**src/rtl/align_pkg.sv**
```systemverilog
package align_pkg;
   typedef enum logic [1:0] {
      ACC_FETCH = 2'd0,
      ACC_LOAD  = 2'd1,
      ACC_STORE = 2'd2,
      ACC_RSVD  = 2'd3
   } acc_kind_e;

   localparam int CAUSE_W = 4;

   function automatic logic [CAUSE_W-1:0] misalign_cause(acc_kind_e k);
      case (k)
         ACC_LOAD:  return 4'd4;
         ACC_STORE: return 4'd6;
         default:   return 4'd0;
      endcase
   endfunction

   function automatic logic [CAUSE_W-1:0] access_cause(acc_kind_e k);
      case (k)
         ACC_LOAD:  return 4'd5;
         ACC_STORE: return 4'd7;
         default:   return 4'd1;
      endcase
   endfunction
endpackage

```
**src/rtl/fault_reg.sv**
```systemverilog
module fault_reg
   import align_pkg::*;
#(
   parameter int ADDR_W = 32
) (
   input  logic               clk,
   input  logic               rst_n,
   input  logic               flush,
   input  logic               mis_fire,
   input  logic [CAUSE_W-1:0] mis_cause,
   input  logic [ADDR_W-1:0]  mis_addr,
   input  logic               flt_fire,
   input  logic [CAUSE_W-1:0] flt_cause,
   input  logic [ADDR_W-1:0]  flt_addr,
   output logic               trap_valid,
   output logic [CAUSE_W-1:0] trap_cause,
   output logic [ADDR_W-1:0]  trap_val
);
   always_ff @(posedge clk) begin
      if (!rst_n) begin
         trap_valid <= 1'b0;
         trap_cause <= '0;
         trap_val   <= '0;
      end else begin
         trap_valid <= !flush && (mis_fire || flt_fire);
         if (!flush && mis_fire) begin
            trap_cause <= mis_cause;
            trap_val   <= mis_addr;
         end else if (!flush && flt_fire) begin
            trap_cause <= flt_cause;
            trap_val   <= flt_addr;
         end
      end
   end
endmodule

```
**config.mk**
```make
export PLATFORM = sky130hd
export DESIGN_NAME = fault_reg
export DESIGN_NICKNAME = d
export VERILOG_FILES = /design/src/rtl/align_pkg.sv /design/src/rtl/fault_reg.sv
export SDC_FILE = /design/constraint.sdc
export NUM_CORES = 1
export LEC_CHECK = 0
export BUFFER_PORTS_ARGS = -buffer_cell sky130_fd_sc_hd__buf_2
export CORE_MARGIN = 5
export CORE_UTILIZATION = 37
export CTS_CLUSTER_DIAMETER = 30
export DETAILED_ROUTE_END_ITERATION = 7
export PLACE_DENSITY_LB_ADDON = 0.1
export REMOVE_ABC_BUFFERS = 1
export SYNTH_ARGS = -nofsm -noshare
export SYNTH_HDL_FRONTEND = slang
export SYNTH_SLANG_ARGS = --single-unit
```
**constraint.sdc**
```tcl
create_clock -name clk -period 1.05 [get_ports clk]
set_clock_uncertainty 0.1 [all_clocks]
set_input_delay 0.0525 -clock clk [delete_from_list [all_inputs] [get_ports clk]]
set_output_delay 0.0525 -clock clk [all_outputs]
set_load 0.005 [all_outputs]
```
After elaboration in Yosys (flattened, before gate mapping):

Index checks and enable logic that the tools add are counted.

* flip-flop bits (word level): 37
* input port bits: 77
* output and inout port bits: 37
* logic and storage cells: 13

* multiplexer cells: 4
* reductions and logical operators: 6

Operators by type and width (count)
* 32-bit two-way mux: 2
* 4-bit two-way mux: 2
* 1-bit logical AND: 3
* 2-bit nonzero test: 1
* 1-bit zero test: 1
* 1-bit logical OR: 1

Depth between registers and ports, before layout:

Gate-level depths: netlist of run 1.

* depth after elaboration: 4
* gate-level depth with buffers: 6
* depth with buffers taken out: 3

Least setup slack after synthesis of run 1:

Ideal clock, no wire load.

* path type: input to register
* from: input mis_fire
* to: register trap_val[19]
* setup slack: -0.013 ns
* path buffers: 3
* stages on the path: 6
* library setup time: 0.117 ns
* arrival: 0.846 ns
* cells stage by stage: buf_4 > nor2_1 > o21a_1 > buf_6 > buf_6 > a22o_1

* word-level cells in the longest chain between the ends: 2
* elaborated cells on any way between the ends: 3
* those cells by class: 1 x mux; 2 x reduce/logical

RTL lines
* from (decl): RTL line fault_reg.sv:9 `input logic mis_fire,`
* 1-bit logical AND *: RTL line fault_reg.sv:26 `if (!flush && mis_fire) begin`
* 32-bit two-way mux or 2-bit nonzero test (tied branches)
* to (signal assigned): RTL line fault_reg.sv:28 `trap_val <= mis_addr;`
* to (signal assigned): RTL line fault_reg.sv:31 `trap_val <= flt_addr;`
* to (decl): RTL line fault_reg.sv:17 `output logic [ADDR_W-1:0] trap_val`

Every way passes the cells marked *; elsewhere a longest branch is shown, timed or not.
A chain may end at the register's enable or synchronous reset.

Worst setup path after layout of run 1:

* from: input mis_addr[15]
* to: register trap_val[15]

* word-level cells in the longest chain between the ends: 1

RTL lines
* from (decl): RTL line fault_reg.sv:11 `input logic [ADDR_W-1:0] mis_addr,`
* 32-bit two-way mux: RTL line fault_reg.sv:26

Every way passes these cells.

==> flow_metrics.py, run 1 <==
metrics = {
    "cells_and_area": {
        "areaGrowthSynthToFinish_pct": 60.4,
        "diodes": 0,
        "fillers": 396,
        "stdcell_area_um2": 2640,
        "fin_nets": 415,
        "drive_above_1_share": 0.389,
        "final_cells": 389,
    },
    "power_and_ir_drop": {
        "p_leak_nw": 1.35,
        "powerDensity_nw_per_um2": 1160,
        "vdd.ir_drop.worst_mv": 0.519,
    },
    "floorplan": {
        "die_h_um": 76.7,
        "die_w_um": 76.7,
        "rows": 24,
        "die_area_um2": 5880,
        "core_um2": 4320,
        "io_pins": 114,
        "initial_core_util": 0.380,
    },
    "logic_synthesis": {
        "syn_area_per_cell_um2": 8.18,
        "synth_area_leader_cell": "dfxtp_1",
        "ys_ff_latch": 37,
        "yosys_warnings": 0,
        "ys_top_cells_by_area": "dfxtp_1 (45%), a22o_1 (18%), nand2_1 (15%)",
        "yosys.area_share.simple": 0.167,
        "ys_seq_area_frac": 0.451,
        "synthAdderAreaFrac": 0,
        "synthesis.area_um2": 1640,
        "synth_top_area_share": 0.451,
        "synthMuxAreaShare": 0,
        "synth_cell_type_count": 15,
        "synth_xor_xnor_area_share": 0,
        "netlist_instances": 201,
        "synth_compound_area_frac": 0.311,
        "synth_top_family_by_area": "compound AO/OA/AOI/OAI gates",
    },
    "min_path": {
        "min_from": "mis_addr[21]",
        "min_path_type": "in -> reg",
        "min_to": "trap_val[21]$_SDFFE_PN0P_",
        "whs_path_depth": 4,
    },
    "clocking": {
        "cts_buffers": 5,
        "htreeDepth": 2,
        "clkTransAtPathRegs_ps": 70,
        "clk_latency_ps": 270,
        "cts-root-buf": "clkbuf_8",
        "cts_buffer_depth": 2,
        "cts_tree": "done",
        "post_cts_resized": 0,
        "cts.sinks": 37,
    },
    "worst_setup_path": {
        "crit_chain": "dlygate4sd3_1 -> buf_2 -> nand2_1 -> o21ai_0 -> a22o_1",
        "max_stage_delay_ps": 550,
        "arrival_ps": 1030,
        "reg2reg_to": "trap_val[20]$_SDFFE_PN0P_",
        "ff2ff_setup_slack_ps": 320,
        "critical_path.max_fanout": 1,
        "cp-end-kind": "register",
        "worstSetupPathType": "in -> reg",
        "reg2regPathDepth": 1,
        "slowest_stage": "dlygate4sd3_1",
        "crit_required_ps": 1120,
        "crit_family": "buffers and inverters",
        "r2r-start": "trap_val[20]$_SDFFE_PN0P_",
        "critPathBufInv": 2,
        "cp-start-kind": "primary input",
    },
    "global_route": {
        "grt_pass1_vias": 1743,
        "antenna_found_initial": 0,
        "grt_pass1_wl_mm": 8.31,
        "grt_usage": 0.170,
        "grt_max_degree": 41,
        "overflow": 0,
    },
    "timing": {
        "finalCritPeriodShare": 0.914,
        "slew_headroom": 0.800,
        "timing.final.crit_period_ps": 960,
        "worst_pin_slew_ps": 300,
        "finalSetupTns_ps": 0,
        "max_freq_ghz": 1.04,
        "setup_viol": 0,
        "slew_violations": 0,
        "rsz0062_at_grt": "false",
        "layout_setup_ws_ps": 90.5,
        "hold_viol_final": 0,
        "timing.hold.ws_ps": 6.85,
    },
    "drt": {
        "post_drt_wl_per_cell_um": 12.7,
        "post-route-drc-count": 0,
        "routed_wl_mm": 4.94,
        "vias": 1841,
        "drtPass1Iterations": 4,
        "drt-initial-drc-count": 94,
        "ant_nets": 0,
        "vias_per_cell": 4.73,
    },
    "placed_design": {
        "place_inst": 357,
        "dpl.hpwl_mm": 3.59,
        "post_dp_cell_area_um2": 2300,
        "gp_congestion": 0.733,
        "numPortBuffers": 113,
        "place_ws_ps": -42.8,
    },
    "outcome": {
        "outcome": "finished clean",
    },
    "flow_run": {
        "max_cap_viol_count": 0,
    },
}
routing by layer:
metal | vias to the layer above | track usage | wire length, um
met3 | 2 | 0.0515 | 344
met1 | 802 | 0.226 | 2250
li1 | 972 | - | -
met4 | 0 | 0.0472 | 23
met5 | - | 0 | 0
met2 | 65 | 0.266 | 2320
repair_timing:
item	CTS	global route
hold buffers	26	0
hold endpoints to repair	24	0
setup endpoints to repair	0	0
setup buffers	0	0
worst max-delay path by stage:
stage / startpoint / end / slack (ps) / cells after the start
global placement: flt_fire / trap_val[25]$_SDFFE_PN0P_ / -40 / 6
detailed placement: flt_fire / trap_val[25]$_SDFFE_PN0P_ / -40 / 6
CTS: mis_addr[15] / trap_val[15]$_SDFFE_PN0P_ / 110 / 5
finish: mis_addr[15] / trap_val[15]$_SDFFE_PN0P_ / 90 / 5
floorplan: rst_n / trap_val[25]$_SDFFE_PN0P_ / -560 / 2
global route: mis_addr[8] / trap_val[8]$_SDFFE_PN0P_ / 40 / 5
report_power, final:
group          internal (mW)  switching [mW]  total [mW]
Sequential              1.49          0.0416        1.53
Combinational          0.379           0.279       0.658
Clock                  0.436           0.439       0.875
cell usage in the layout (no fill, tap or decap), drive strengths merged:
master and instances:
o21ai 33, o2bb2ai 3, clkbuf 5, nand2 66, o21a 1, a22oi 3
dlygate4sd3 26, buf 124, nand2b 1, a22o 33, dfxtp 37, nor2b 2
nor2 2, clkinv 1
area by class of cell:
| class | instances | area, um2 | share of cell area |
|---|---|---|---|
| well taps | 52 | 65.1 | 0.0247 |
| clock buffers | 5 | 68.8 | 0.0261 |
| multi-input cells | 144 | 787 | 0.298 |
| flip-flops and latches | 37 | 741 | 0.281 |
| repair buffers | 150 | 971 | 0.368 |
| clock inverters | 1 | 5.00 | 0.00190 |
state kept, by name, indices dropped and copies added, names as in the netlist:
signal and count:
trap_cause 4, trap_val 32, trap_valid 1
metrics by stage:
stage	power [mW]	util
after detailed placement	2.15	0.533
after global placement	2.15	0.533
after CTS	3.11	0.610
after global routing	3.26	0.610
final	3.07	0.610
after floorplan	1.77	-
cells in the mapped netlist:
library cell / count
o21ai_0: 33
o21a_1: 1
buf_6: 4
nand2b_1: 1
buf_4: 2
buf_2: 4
o2bb2ai_1: 3
a22oi_1: 3
a22o_1: 33
nor2b_1: 2
dfxtp_1: 37
clkbuf_2: 1
nand2_1: 66
clkbuf_1: 9
nor2_1: 2
cells by family (layout without fill, tap and decap cells):
group           count (synthesis)  in the layout
compound gates                 73             73
simple gates                   71             71
flops                          37             37
buf+inv                        20            156
tightest hold or removal path: stages:
cell and delay [ps]:
buf_2 70, nand2_1 40, o21ai_0 70, a22o_1 120
Note: power is estimated with default switching activity, not from simulation.
==> inputs of run 2 (changes only) <==
- REMOVE_ABC_BUFFERS: 1 -> unset
==> flow_metrics.py, run 2 (synthesis gave the netlist of run 1 again) <==
metrics = {
    "worst_setup_path": {
        "cp-start-kind": "primary input",
        "reg2regPathDepth": 1,
        "critical_path.max_fanout": 1,
        "r2r-start": "trap_val[24]$_SDFFE_PN0P_",
        "endpoint": "trap_val[3]$_SDFFE_PN0P_",
        "cp-end-kind": "register",
        "arrival_ps": 1030,
        "critical_path.startpoint": "mis_addr[3]",
        "critPathBufInv": 2,
        "crit_chain": "dlygate4sd3_1 -> buf_2 -> nand2_1 -> o21ai_0 -> a22o_1",
        "crit_required_ps": 1120,
        "worstSetupPathDepth": 5,
        "slowest_stage": "dlygate4sd3_1",
        "ff2ff_setup_slack_ps": 330,
        "worstSetupPathType": "in -> reg",
        "reg2reg_to": "trap_val[24]$_SDFFE_PN0P_",
        "max_stage_delay_ps": 540,
        "crit_family": "buffers and inverters",
    },
    "global_route": {
        "overflow": 0,
        "grt_pass1_wl_mm": 8.47,
        "grt_max_degree": 71,
        "grt_pass1_vias": 1929,
        "grt_usage": 0.171,
        "antenna_found_initial": 0,
    },
    "power_and_ir_drop": {
        "p_leak_nw": 1.36,
        "vdd.ir_drop.worst_mv": 0.693,
        "powerDensity_nw_per_um2": 1170,
        "fin_total_pwr_mw": 3.13,
    },
    "placed_design": {
        "numPortBuffers": 113,
        "gp_congestion": 0.741,
        "place_inst": 353,
        "dpl.hpwl_mm": 3.46,
        "post_dp_cell_area_um2": 2260,
        "place_ws_ps": -41.8,
    },
    "floorplan": {
        "rows": 24,
        "die_h_um": 76.7,
        "io_pins": 114,
        "die_w_um": 76.7,
        "initial_core_util": 0.380,
        "core_um2": 4320,
        "die_area_um2": 5880,
    },
    "logic_synthesis": {
        "syn_nets": 278,
    },
    "timing": {
        "setup_viol": 0,
        "slew_violations": 0,
        "max_freq_ghz": 1.05,
        "worst_pin_slew_ps": 248,
        "timing.final.crit_period_ps": 955,
        "layout_setup_ws_ps": 94.7,
        "finalCritPeriodShare": 0.910,
        "timing.hold.ws_ps": 12.6,
        "slew_headroom": 0.834,
        "rsz0062_at_grt": "false",
        "hold_viol_final": 0,
        "finalSetupTns_ps": 0,
    },
    "flow_run": {
        "max_cap_viol_count": 0,
    },
    "cells_and_area": {
        "diodes": 0,
        "drive_above_1_share": 0.378,
        "final_common_cell": "buf_2",
        "reg.largest.list": "trap_val: 32 flops, trap_cause: 4 flops, trap_valid: 1 flops",
        "stdcell_area_um2": 2670,
        "largest_reg_flops": 32,
        "areaGrowthSynthToFinish_pct": 62.3,
        "largest-register": "trap_val",
        "fin_nets": 417,
        "final_cells": 393,
        "fin_util": 0.617,
        "final_cell_mix": "buf_2 (113), nand2_1 (66), dfxtp_1 (37)",
    },
    "clocking": {
        "cts_buffer_depth": 2,
        "holdBufCountCts": 32,
        "cts_buffers": 5,
        "cts_post_setup_buffers_inserted": 0,
        "cts_tree": "done",
        "clk_latency_ps": 270,
        "cts-root-buf": "clkbuf_8",
        "clkTransAtPathRegs_ps": 70,
        "htreeDepth": 2,
        "post_cts_resized": 0,
        "cts.sinks": 37,
    },
    "drt": {
        "vias": 1875,
        "drt-initial-drc-count": 80,
        "drtPass1Iterations": 4,
        "post-route-drc-count": 0,
        "post_drt_wl_per_cell_um": 12.8,
        "vias_per_cell": 4.77,
        "routed_wl_mm": 5.05,
        "ant_nets": 0,
    },
    "outcome": {
        "outcome": "finished clean",
    },
    "min_path": {
        "min_path_type": "in -> reg",
    },
}
## run 2: changes by cell type in the layout (fill, tap and decap cells not counted)
cell / delta
buf_4: -3
dlygate4sd3_1: +6
buf_12: -1
clkinv_2: +1
clkinvlp_4: +1
## run 2: worst min path at each step
stage                                 end  slack, ps          from  depth (start not counted)
6_report        trap_val[22]$_SDFFE_PN0P_         10  mis_addr[22]                          4
5_1_grt         trap_val[16]$_SDFFE_PN0P_         30  mis_addr[16]                          4
4_1_cts         trap_val[20]$_SDFFE_PN0P_          3  mis_addr[20]                          4
3_5_place_dp    trap_val[31]$_SDFFE_PN0P_        250  flt_addr[31]                          3
3_3_place_gp    trap_val[31]$_SDFFE_PN0P_        240  flt_addr[31]                          3
2_1_floorplan  trap_cause[2]$_SDFFE_PN0P_        140  flt_cause[2]                          2
## run 2: report_power, final
group / internal [mW] / switching [mW]
Combinational: 0.378 / 0.280
Sequential: 1.49 / 0.0413
Clock: 0.458 / 0.480
## run 2: worst min-delay path, delay by kind of cell
| kind | cells | cell delay, ps |
|---|---|---|
| simple gates | 1 | 40 |
| buf+inv | 1 | 70 |
| compound gates | 2 | 200 |
## run 2: layout make-up
cell class,instances,area [um2]
Fill cell,400,1660
Timing Repair Buffer,152,988
Multi-Input combinational cell,144,787
Sequential cell,37,741
Clock buffer,5,68.8
Tap cell,52,65.1
Clock inverter,3,17.5
## run 2: routing by layer
metal	track usage	up-vias	share of wire
met1	0.190	822	0.43
met2	0.300	72	0.48
met3	0.0656	6	0.080
met4	0.0490	0	0.013
met5	0	-	0
li1	-	975	-
==> inputs of run 3 (changes only) <==
- ABC_AREA: unset -> 1
- CELL_PAD_IN_SITES_DETAIL_PLACEMENT: unset -> 0
- CELL_PAD_IN_SITES_GLOBAL_PLACEMENT: unset -> 1
- CORE_UTILIZATION: 37 -> 26
==> flow_metrics.py, run 3 <==
metrics = {
    "clocking": {
        "holdBufCountCts": 69,
        "clk_latency_ps": 280,
        "cts-root-buf": "clkbuf_8",
        "cts_buffer_depth": 2,
        "post_cts_resized": 0,
        "cts.sinks": 37,
        "cts_buffers": 5,
        "cts_tree": "done",
        "clkTransAtPathRegs_ps": 70,
        "cts_post_setup_buffers_inserted": 0,
        "htreeDepth": 2,
    },
    "power_and_ir_drop": {
        "clock_power_share": 0.299,
        "p_sw_mw": 1.03,
        "fin_total_pwr_mw": 3.70,
        "p_comb_frac": 0.275,
        "p_leak_nw": 2.22,
        "powerDensity_nw_per_um2": 1010,
        "sw_frac_of_total": 0.279,
        "p_seq_frac": 0.426,
        "vdd.ir_drop.worst_mv": 0.547,
        "internal-power_mw": 2.66,
    },
    "drt": {
        "post-route-drc-count": 0,
        "post_drt_wl_per_cell_um": 10.4,
        "ant_nets": 0,
        "drt-initial-drc-count": 31,
        "vias": 2578,
        "routed_wl_mm": 6.94,
        "drtPass1Iterations": 4,
        "vias_per_cell": 3.85,
    },
    "floorplan": {
        "rows": 33,
        "initial_core_util": 0.268,
        "core_um2": 8260,
        "die_w_um": 102,
        "die_h_um": 102,
        "io_pins": 114,
        "die_area_um2": 10500,
    },
    "global_route": {
        "grt_pass1_vias": 2550,
        "grt_usage": 0.137,
        "grt_pass1_wl_mm": 11.6,
        "grt_max_degree": 37,
        "overflow": 0,
        "antenna_found_initial": 0,
    },
    "cells_and_area": {
        "reg.largest.list": "trap_val: 32 flops, trap_cause: 4 flops, trap_valid: 1 flops",
        "fin_nets": 640,
        "largest-register": "trap_val",
        "final_common_cell": "nand2_1",
        "drive_above_1_share": 0.234,
        "diodes": 0,
        "largest_reg_flops": 32,
        "areaGrowthSynthToFinish_pct": 65.4,
        "fillers": 893,
        "final_cell_mix": "nand2_1 (144), buf_2 (113), inv_1 (109)",
    },
    "logic_synthesis": {
        "synth.most_common_cell": "nand2_1",
        "netlist_instances": 384,
        "ys.flop_type": "dfxtp_1",
        "syn_area_per_cell_um2": 5.77,
        "synth-edff-count": 0,
        "synth_area_leader_cell": "dfxtp_1",
        "ys_ff_latch": 37,
        "yosys_warnings": 0,
        "async_flop_share": 0,
        "ys_top_cells_by_area": "dfxtp_1 (33%), nand2_1 (24%), inv_1 (18%)",
        "synth_common_cells": "nand2_1 (144), inv_1 (109), dfxtp_1 (37), nor2_1 (37), a21oi_1 (36)",
        "synthesis.area_um2": 2210,
        "synth_top_area_share": 0.334,
        "synth_cell_type_count": 12,
        "syn_nets": 461,
        "ys_seq_area_frac": 0.334,
    },
    "worst_setup_path": {
        "ff2ff_setup_slack_ps": 310,
        "slowest_stage": "dlygate4sd3_1",
        "crit_required_ps": 1130,
        "worstSetupPathType": "in -> reg",
        "r2r-start": "trap_val[25]$_SDFFE_PN0P_",
        "critical_path.max_fanout": 1,
        "max_stage_delay_ps": 540,
        "cp-end-kind": "register",
        "cp-start-kind": "primary input",
        "reg2reg_to": "trap_val[25]$_SDFFE_PN0P_",
        "crit_chain": "dlygate4sd3_1 -> buf_2 -> inv_1 -> nand2_1 -> a21oi_1 -> nor2_1",
        "arrival_ps": 1010,
        "reg2regPathDepth": 4,
    },
    "timing": {
        "slew_headroom": 0.831,
        "max_freq_ghz": 1.07,
        "finalCritPeriodShare": 0.888,
        "setup_viol": 0,
        "timing.hold.ws_ps": 5.05,
        "rsz0062_at_grt": "false",
        "layout_setup_ws_ps": 117,
        "worst_pin_slew_ps": 254,
        "slew_violations": 0,
        "timing.final.crit_period_ps": 933,
        "hold_viol_final": 0,
    },
    "placed_design": {
        "dpl.hpwl_mm": 4.52,
        "gp_congestion": 0.713,
        "place_ws_ps": -26.5,
        "numPortBuffers": 113,
    },
    "outcome": {
        "outcome": "finished clean",
    },
    "min_path": {
        "whs_path_depth": 5,
        "min_from": "flt_addr[13]",
        "min_to": "trap_val[13]$_SDFFE_PN0P_",
        "min_path_type": "in -> reg",
    },
    "flow_run": {
        "max_cap_viol_count": 0,
    },
}
run 3: cell count changes after synthesis, sizes merged, moves of 2 or more:
cell	previous run	this run
inv	0	109
nand2	66	145
a21oi	0	36
nor2	2	37
a22o	33	0
o21ai	33	1
clkbuf	10	0
buf	10	18
a22oi	3	0
o2bb2ai	3	0
nor2b	2	0
run 3: logic make-up after synthesis:
kind of cell	count (synthesis)	synth area share
compound gates	37	0.0887
buf+inv	128	0.261
flops	37	0.334
simple gates	182	0.316
run 3: final cells by class:
cell class,instances,area (um2),area share
Timing Repair Buffer,190,1380,0.376
Multi-Input combinational cell,219,896,0.245
Sequential cell,37,741,0.202
Inverter,110,414,0.113
Tap cell,105,131,0.0359
Clock buffer,7,96.3,0.0263
Clock inverter,1,5.00,0.00137
run 3: through the flow:
stage	std cells	setup TNS (ps)	util	instance area [um2]
floorplan	384	0	-	2210
global placement	592	-7.26	0.348	2870
detailed placement	592	-147	0.348	2870
CTS	669	0	0.443	3660
global route	669	0	0.443	3660
finish	669	0	0.443	3660
run 3: worst max-delay path by stage:
stage                                             to                      start  cells past startpoint  slack, ps
after CTS                               trap_val[24]  trap_val[24]$_SDFFE_PN0P_                      1        110
after global placement     trap_val[12]$_SDFFE_PN0P_                   mis_fire                      6         -4
after global routing        trap_val[3]$_SDFFE_PN0P_                mis_addr[3]                      6         40
after floorplan           trap_cause[0]$_SDFFE_PN0P_                   mis_fire                      5        190
after detailed placement    trap_val[3]$_SDFFE_PN0P_                   mis_fire                      6        -30
final                       trap_val[3]$_SDFFE_PN0P_                mis_addr[3]                      6        120
run 3: worst max-delay path: cells and delay by family:
kind,cells,cell delay [ps]
and+or+nand+nor,2,90
buffers and inverters,3,700
AOI/OAI and AO/OA,1,160
run 3: routing by layer:
metal	vias up	GRT usage	wire (um)
met5	-	0	0
met4	0	0.0272	40
met3	4	0.0341	508
met2	69	0.244	3280
met1	1085	0.168	3110
li1	1420	-	-
run 3: power by group through the flow:
stage / Clock, mW / Combinational, mW / Sequential [mW]
floorplan: 0 / 0.478 / 1.61
global placement: 0 / 0.830 / 1.61
detailed placement: 0 / 0.832 / 1.61
CTS: 1.19 / 1.03 / 1.58
global route: 1.23 / 1.17 / 1.59
finish: 1.11 / 1.02 / 1.57
